$ cat src/rtl/serial_reg_port_pkg.sv
package serial_reg_port_pkg;
  localparam int BYTE_W = 8;
  localparam int ADDR_W = 4;
  localparam int BIT_CNT_W = $clog2(BYTE_W);

  typedef enum logic [1:0] {PH_INSTR, PH_WRITE, PH_READ} portPhase_t;

  // strobes from the control FSM to the datapath
  typedef struct packed {
    logic instrPhase;  // shifting the instruction byte
    logic sampleBit;   // take one input bit
    logic instrDone;   // last instruction bit taken this cycle
    logic writeByte;   // last bit of a write byte taken this cycle
    logic stepAddr;    // advance the register address
    logic loadRead;    // capture read data for the current address
    logic presentBit;  // put the next output bit on the line
  } portStb_t;
endpackage

$ cat src/rtl/serial_reg_port_ctrl.sv
module serial_reg_port_ctrl
  import serial_reg_port_pkg::*;
#(
  parameter int TIMEOUT_CLKS = 250000,
  parameter int SYNC_STAGES = 2
) (
  input  logic                 clk,
  input  logic                 rstN,
  input  logic                 sclkIn,
  input  logic                 sdioIn,
  input  logic                 csN,
  input  logic                 instrRw,
  input  logic [1:0]           instrMb,
  output logic                 bitIn,
  output logic [BIT_CNT_W-1:0] bitCnt,
  output logic                 oeQ,
  output portStb_t             stb
);
  localparam int IDLE_W = $clog2(TIMEOUT_CLKS + 1);
  localparam logic [BIT_CNT_W-1:0] LAST_BIT = BIT_CNT_W'(BYTE_W - 1);

  logic [SYNC_STAGES:0]   sclkSh;
  logic [SYNC_STAGES-1:0] sdioSh;
  logic [SYNC_STAGES-1:0] csSh;
  portPhase_t             phase;
  logic [1:0]             bytesLeft;
  logic                   loadPend, wrPend;
  logic [IDLE_W-1:0]      idleCnt;

  always_ff @(posedge clk or negedge rstN) begin
    if (!rstN) begin
      sclkSh <= '0;
      sdioSh <= '0;
      csSh   <= '1;
    end else begin
      sclkSh <= {sclkSh[SYNC_STAGES-1:0], sclkIn};
      sdioSh <= {sdioSh[SYNC_STAGES-2:0], sdioIn};
      csSh   <= {csSh[SYNC_STAGES-2:0], csN};
    end
  end

  logic active, riseEv, fallEv, lastBit, byteEnd, timedOut, busy;
  assign active  = !csSh[SYNC_STAGES-1];
  assign riseEv  = active && sclkSh[SYNC_STAGES-1] && !sclkSh[SYNC_STAGES];
  assign fallEv  = active && !sclkSh[SYNC_STAGES-1] && sclkSh[SYNC_STAGES];
  assign bitIn   = sdioSh[SYNC_STAGES-1];
  assign lastBit = fallEv && (bitCnt == LAST_BIT);
  assign byteEnd = lastBit && (phase != PH_INSTR);
  assign busy    = (phase != PH_INSTR) || (bitCnt != '0);
  assign timedOut = busy && !(riseEv || fallEv) &&
                    (idleCnt == IDLE_W'(TIMEOUT_CLKS - 1));

  always_comb begin
    stb            = '0;
    stb.instrPhase = (phase == PH_INSTR);
    stb.sampleBit  = fallEv && (phase != PH_READ);
    stb.instrDone  = lastBit && (phase == PH_INSTR);
    stb.writeByte  = lastBit && (phase == PH_WRITE);
    stb.stepAddr   = wrPend || (lastBit && (phase == PH_READ));
    stb.loadRead   = loadPend;
    stb.presentBit = riseEv && (phase == PH_READ);
  end

  always_ff @(posedge clk or negedge rstN) begin
    if (!rstN) begin
      phase     <= PH_INSTR;
      bitCnt    <= '0;
      bytesLeft <= '0;
      loadPend  <= 1'b0;
      wrPend    <= 1'b0;
      oeQ       <= 1'b0;
      idleCnt   <= '0;
    end else begin
      wrPend   <= stb.writeByte;
      loadPend <= 1'b0;
      if (!busy || riseEv || fallEv || timedOut) idleCnt <= '0;
      else idleCnt <= idleCnt + 1'b1;
      if (timedOut) begin
        phase  <= PH_INSTR;
        bitCnt <= '0;
        oeQ    <= 1'b0;
      end else if (fallEv) begin
        bitCnt <= bitCnt + 1'b1;
        if (stb.instrDone) begin
          phase     <= instrRw ? PH_READ : PH_WRITE;
          bytesLeft <= (instrMb == 2'b11) ? 2'd2 : instrMb;
          oeQ       <= instrRw;
          loadPend  <= instrRw;
        end else if (byteEnd) begin
          if (bytesLeft == 2'd0) begin
            phase <= PH_INSTR;
            oeQ   <= 1'b0;
          end else begin
            bytesLeft <= bytesLeft - 1'b1;
            loadPend  <= (phase == PH_READ);
          end
        end
      end
    end
  end

  AST_OE_READ_ONLY: assert property (@(posedge clk) disable iff (!rstN)
    oeQ |-> (phase == PH_READ));
  AST_TIMEOUT_BOUND: assert property (@(posedge clk) disable iff (!rstN)
    idleCnt < IDLE_W'(TIMEOUT_CLKS));
  AST_BIT_ADVANCE: assert property (@(posedge clk) disable iff (!rstN)
    fallEv |=> (bitCnt == $past(bitCnt) + 1'b1));
  AST_CS_HOLD: assert property (@(posedge clk) disable iff (!rstN)
    (!active && !timedOut) |=> ($stable(phase) && $stable(bitCnt)));
endmodule

$ cat src/rtl/serial_reg_port_data.sv
module serial_reg_port_data
  import serial_reg_port_pkg::*;
(
  input  logic                 clk,
  input  logic                 rstN,
  input  portStb_t             stb,
  input  logic                 bitIn,
  input  logic [BIT_CNT_W-1:0] bitCnt,
  input  logic                 bdDown,
  input  logic                 lsbFirst,
  input  logic [BYTE_W-1:0]    regRdData,
  output logic                 instrRw,
  output logic [1:0]           instrMb,
  output logic                 sdioOut,
  output logic [ADDR_W-1:0]    regAddr,
  output logic [BYTE_W-1:0]    regWrData,
  output logic                 regWrEn
);
  logic [BYTE_W-1:0] instrSh, instrNext, dataSh, dataNext, rdSh;
  logic              isWrite, cmdReg, goDown;
  logic [BIT_CNT_W-1:0] outIdx;

  assign instrNext = {instrSh[BYTE_W-2:0], bitIn};
  assign dataNext  = lsbFirst ? {bitIn, dataSh[BYTE_W-1:1]}
                              : {dataSh[BYTE_W-2:0], bitIn};
  assign instrRw   = instrNext[7];
  assign instrMb   = instrNext[6:5];
  assign cmdReg    = (regAddr[ADDR_W-1:1] == 3'b010);
  assign goDown    = bdDown && !(isWrite && cmdReg);
  assign outIdx    = lsbFirst ? bitCnt : (BIT_CNT_W'(BYTE_W - 1) - bitCnt);

  always_ff @(posedge clk or negedge rstN) begin
    if (!rstN) begin
      instrSh   <= '0;
      dataSh    <= '0;
      rdSh      <= '0;
      isWrite   <= 1'b0;
      regAddr   <= '0;
      regWrData <= '0;
      regWrEn   <= 1'b0;
      sdioOut   <= 1'b0;
    end else begin
      regWrEn <= stb.writeByte;
      if (stb.sampleBit) begin
        if (stb.instrPhase) instrSh <= instrNext;
        else dataSh <= dataNext;
      end
      if (stb.instrDone) begin
        regAddr <= instrNext[ADDR_W-1:0];
        isWrite <= !instrNext[7];
      end else if (stb.stepAddr) begin
        regAddr <= goDown ? regAddr - 1'b1 : regAddr + 1'b1;
      end
      if (stb.writeByte) regWrData <= dataNext;
      if (stb.loadRead) rdSh <= regRdData;
      if (stb.presentBit) sdioOut <= rdSh[outIdx];
    end
  end

  AST_WR_SINGLE: assert property (@(posedge clk) disable iff (!rstN)
    regWrEn |=> !regWrEn);
  AST_ADDR_STEP: assert property (@(posedge clk) disable iff (!rstN)
    (stb.stepAddr && !stb.instrDone) |=>
      ((regAddr == $past(regAddr) + 1'b1) || (regAddr == $past(regAddr) - 1'b1)));
  AST_CMD_WRITE_UP: assert property (@(posedge clk) disable iff (!rstN)
    (stb.stepAddr && isWrite && cmdReg) |=> (regAddr == $past(regAddr) + 1'b1));
endmodule

$ cat src/rtl/serial_reg_port.sv
module serial_reg_port
  import serial_reg_port_pkg::*;
#(
  parameter int TIMEOUT_CLKS = 250000,
  parameter int SYNC_STAGES = 2
) (
  input  logic       clk,
  input  logic       rstN,
  input  logic       sclkIn,
  input  logic       sdioIn,
  input  logic       csN,
  output logic       sdioOut,
  output logic       sdioOe,
  input  logic       bdDown,
  input  logic       lsbFirst,
  output logic [3:0] regAddr,
  output logic [7:0] regWrData,
  output logic       regWrEn,
  input  logic [7:0] regRdData
);
  portStb_t             stb;
  logic                 bitIn, instrRw;
  logic [1:0]           instrMb;
  logic [BIT_CNT_W-1:0] bitCnt;

  serial_reg_port_ctrl #(.TIMEOUT_CLKS(TIMEOUT_CLKS), .SYNC_STAGES(SYNC_STAGES)) uCtrl (
    .clk(clk), .rstN(rstN), .sclkIn(sclkIn), .sdioIn(sdioIn), .csN(csN),
    .instrRw(instrRw), .instrMb(instrMb), .bitIn(bitIn), .bitCnt(bitCnt),
    .oeQ(sdioOe), .stb(stb));

  serial_reg_port_data uData (
    .clk(clk), .rstN(rstN), .stb(stb), .bitIn(bitIn), .bitCnt(bitCnt),
    .bdDown(bdDown), .lsbFirst(lsbFirst), .regRdData(regRdData),
    .instrRw(instrRw), .instrMb(instrMb), .sdioOut(sdioOut),
    .regAddr(regAddr), .regWrData(regWrData), .regWrEn(regWrEn));

  AST_NO_WRITE_WHILE_OE: assert property (@(posedge clk) disable iff (!rstN)
    sdioOe |-> !regWrEn);
endmodule

$ cat config.mk
export PLATFORM = sky130hd
export DESIGN_NAME = serial_reg_port
export DESIGN_NICKNAME = d
export VERILOG_FILES = /design/src/rtl/serial_reg_port_pkg.sv /design/src/rtl/serial_reg_port_ctrl.sv /design/src/rtl/serial_reg_port_data.sv /design/src/rtl/serial_reg_port.sv
export SDC_FILE = /design/constraint.sdc
export NUM_CORES = 1
export LEC_CHECK = 0
export ABC_AREA = 1
export CAP_MARGIN = 20
export CELL_PAD_IN_SITES_DETAIL_PLACEMENT = 1
export CELL_PAD_IN_SITES_GLOBAL_PLACEMENT = 1
export CORE_UTILIZATION = 40
export DETAILED_ROUTE_END_ITERATION = 6
export GPL_ROUTABILITY_DRIVEN = 0
export HOLD_SLACK_MARGIN = 0.12
export PLACE_DENSITY_LB_ADDON = 0.1
export SYNTH_ARGS = -nofsm -noshare
export SYNTH_HDL_FRONTEND = slang
export SYNTH_SLANG_ARGS = --single-unit
$ cat constraint.sdc
create_clock -name clk -period 1.8 [get_ports clk]
set_input_delay 0.54 -clock clk [delete_from_list [all_inputs] [get_ports clk]]
set_output_delay 0.54 -clock clk [all_outputs]
set_load 0.005 [all_outputs]
==> summary.md <==
| Metric | Value |
|---|---|
| Cells after Synth | between 400 and 500 |
| Top_reg_cell synth | dfrtp_1 |
| Crit path DAT | between 1000 and 1500 ps |
| Vias | 2956 |
| Period utilization | a little over nine tenths |
| Logic pwr share | 25.2% |
| Post-synth top cells | nand2_1 (132), inv_1 (71), dfrtp_1 (69) |
| Initial core utilization | slightly above 40% |
| Clk pwr share | ~33% |
| Detail Placement HPWL | 5640 um |
| Total track usage | 18.9% |
| Initial antenna violation count | 0 |
| FMAX | ~570 MHz |
| H-tree Lvls | 3 |
| CTS buffer count | 9 |
| CP max stage delay | about 510 ps |
| Pin count of the biggest net entering global routing | 72 |
| Synth area leader | dfrtp_1 |
| DRT Wirelength | ~8100 um |
| Worst-margin pin slew | around 430 ps |
| Worst VDD drop | ~0.47 mV |
| I/O pins | 30 |
| Filler instances | around 1100 |
| Crit path depth | 1 |
| Clock tree from TritonCTS | done |
| 1st-iter DRT viols | 97 |
| Clk_lat worst skew | approximately 350 ps |
| Register area share after synthesis | 49.9% |
| WL/cell | 13.2 um |
| PD cells | between 1000 and 1500 nW/um^2 |
| Count leader, synth | nand2_1 |
| Reg2Reg Capture Point | uData.regAddr[3] |
| Pint | roughly 3400 uW |
| Placed cell count | between 500 and 600 |
| Port bufs | 29 |
| Final setup viols | 0 |
| Slew margin rel. | 71.1% |
| Cell family with most CP delay | buffers and inverters |
| Setup Skew | roughly 14 ps |
| Detailed Routing Iterations Pass 1 | 4 |
| Hold Vio Cnt, Final | 0 |
| Unrepaired setup endpoints after global routing | yes |
| Final #Nets | roughly 520 |
| Switching fraction of total power | 31.3% |
| Core footprint | between 8000 and 9000 um^2 |
| N_diodes | 0 |
| Clock Pin Slew Worst Setup and Hold Paths | ~90 ps |
| Syn_nets | 470 |
| First-pass GRT wire length | 13600 um |
| Area grow syn2layout | 24.3% |
| Yosys warnings | 0 |
| Post-Layout Cell Count | roughly 610 |
| Final instance area | 4430 um^2 |
| GRT overflow | 0 |
| Final Critical Period | between 1500 and 2000 ps |
| FF+latch count, synth | 71 |
| Critical path endpoint | regWrData[5] |
| Vias in the first global route | roughly 3000 |
| Mean area per synthesized cell | approximately 8 um^2 |
| CP max-delay cell | clkdlybuf4s50_1 |
| Crit. End Element | output pin |
| Die Height | between 90 and 100 um |
| R2r startpoint | uData.regAddr[2] |
| Crit path from | uData.regWrData[5] |
| Area fraction of the dominant cell type after synthesis | between 40% and 50% |
| EDFF count, synth | 0 |
| CTS sink cnt | between 70 and 80 |
| FF-to-FF path depth | 14 |
| Netlist cell types | 33 |
| Status | complete, no violations |
| ANT nets after route | 0 |
| Row count | 34 |
| Sequential power share | around two fifths |
| CP Class | flip-flop to output pin |
| Deepest clock path buffer count | 2 |
| Die area | just over 9000 um^2 |
| Max Slew Vio Count | 0 |
| Vias per inst | between 4 and 5 |
| Async SR Flop Fraction | 100% |
| Die width | ~96 um |
| Mapped Area | approximately 3600 um^2 |
| Layout cells sized above 1 | ~14% |
| WP buf/inv | 1 |
| DR DRC count | 0 |
| Crit path launch type | flip-flop |
| R2R setup slack | 150 ps |
| Hold_ws | approximately 190 ps |
| CP Max Fanout | 2 |
| Static leakage | 0.00216 uW |
| CP Cell Sequence | clkdlybuf4s50_1 |
| Clock Tree Root | clkbuf_8 |
| Min-delay worst type | input port to asynchronous set/reset pin |
| Maxcap violations | 0 |
| Final core utilization | between 50% and 60% |
| Dominant cells by area after synthesis | dfrtp_1 (48%), nand2_1 (14%), inv_1 (7.5%) |
| Req. time, crit path | about 1300 ps |
| Total net switching power | approximately 1500 uW |
| Placed Area | 4050 um^2 |
[worst min path at each step]
stage	startpoint	to	slack, ps
floorplan	rstN	uCtrl.bitCnt[0]	240
global placement	uCtrl.sclkSh[0]	uCtrl.sclkSh[1]	330
detailed placement	uCtrl.sclkSh[0]	uCtrl.sclkSh[1]	340
CTS	rstN	uCtrl.idleCnt[14]	230
global route	rstN	uCtrl.idleCnt[14]	240
finish	rstN	uCtrl.idleCnt[15]	190
[stage by stage]
stage | TNS (ps) | setup WS (ps) | power [uW]
2_1_floorplan | 0 | 247 | 2820
3_3_place_gp | -627 | -267 | 3220
3_5_place_dp | -870 | -358 | 3290
4_1_cts | 0 | 10.5 | 4960
5_1_grt | -0.0766 | -0.0766 | 5270
6_report | 0 | 49.0 | 4930
[sequential cells by signal, summed over array words and instances, names as in the netlist]
signal and cells:
uData.isWrite 1, uCtrl.csSh 2, uData.rdSh 8, uData.sdioOut 1, uCtrl.bitCnt 3, uCtrl.sdioSh 2, uCtrl.idleCnt 18, uCtrl.phase 2
uCtrl.sclkSh 3, uData.regAddr 4, uCtrl.loadPend 1, uData.regWrEn 1, uData.dataSh 8, uData.regWrData 8, uCtrl.bytesLeft 2, uData.instrSh 7
[area by class of cell]
class	count	area, um^2	area share [%]
sequential	71	1780	40.1
multi-input combinational	296	1500	33.8
timing repair buffer	50	494	11.1
inverter	73	275	6.21
clock buffer	10	138	3.10
tap	108	135	3.05
clock inverter	6	115	2.60
[per-layer routing]
metal / vias to the layer above / wire length [um] / GRT usage (%)
met2: 31 / 3790 / 30.7
met1: 1433 / 3990 / 25.6
met3: 12 / 204 / 3.36
met5: - / 0 / 0
met4: 0 / 118 / 6.25
li1: 1480 / - / -
[power groups by stage]
| stage | clock [uW] | combinational, uW | sequential [uW] |
|---|---|---|---|
| 3_3_place_gp | 0 | 1140 | 2090 |
| 2_1_floorplan | 0 | 756 | 2070 |
| 4_1_cts | 1670 | 1230 | 2060 |
| 6_report | 1630 | 1240 | 2060 |
| 5_1_grt | 1720 | 1450 | 2100 |
| 3_5_place_dp | 0 | 1190 | 2100 |
[logic make-up (layout without fill, tap and decap cells)]
family	count (synthesis)	count (layout)	synth area share, %
compound gates	53	53	7.75
buf+inv	80	139	9.08
flops	71	71	49.9
fa+ha+maj	8	8	3.02
xor+xnor	12	12	2.95
simple gates	223	223	27.3
[timing repair]
item,CTS,global route
pin swaps,0,2
endpoints found under the setup margin,6,22
gates resized for setup,4,16
setup buffers,4,6
hold buffers,0,0
cloned,0,0
[cell usage in the layout (no fill, tap or decap), types with 9 or more instances in the layout]
cell type,n
nand2_1,129
inv_1,69
dfrtp_1,69
o21ai_0,42
nor2_1,38
nand3_1,21
clkdlybuf4s50_1,18
buf_4,18
clkbuf_8,10
nor3_1,9
xor2_1,9
No activity file was read; power rests on OpenSTA's default activity.
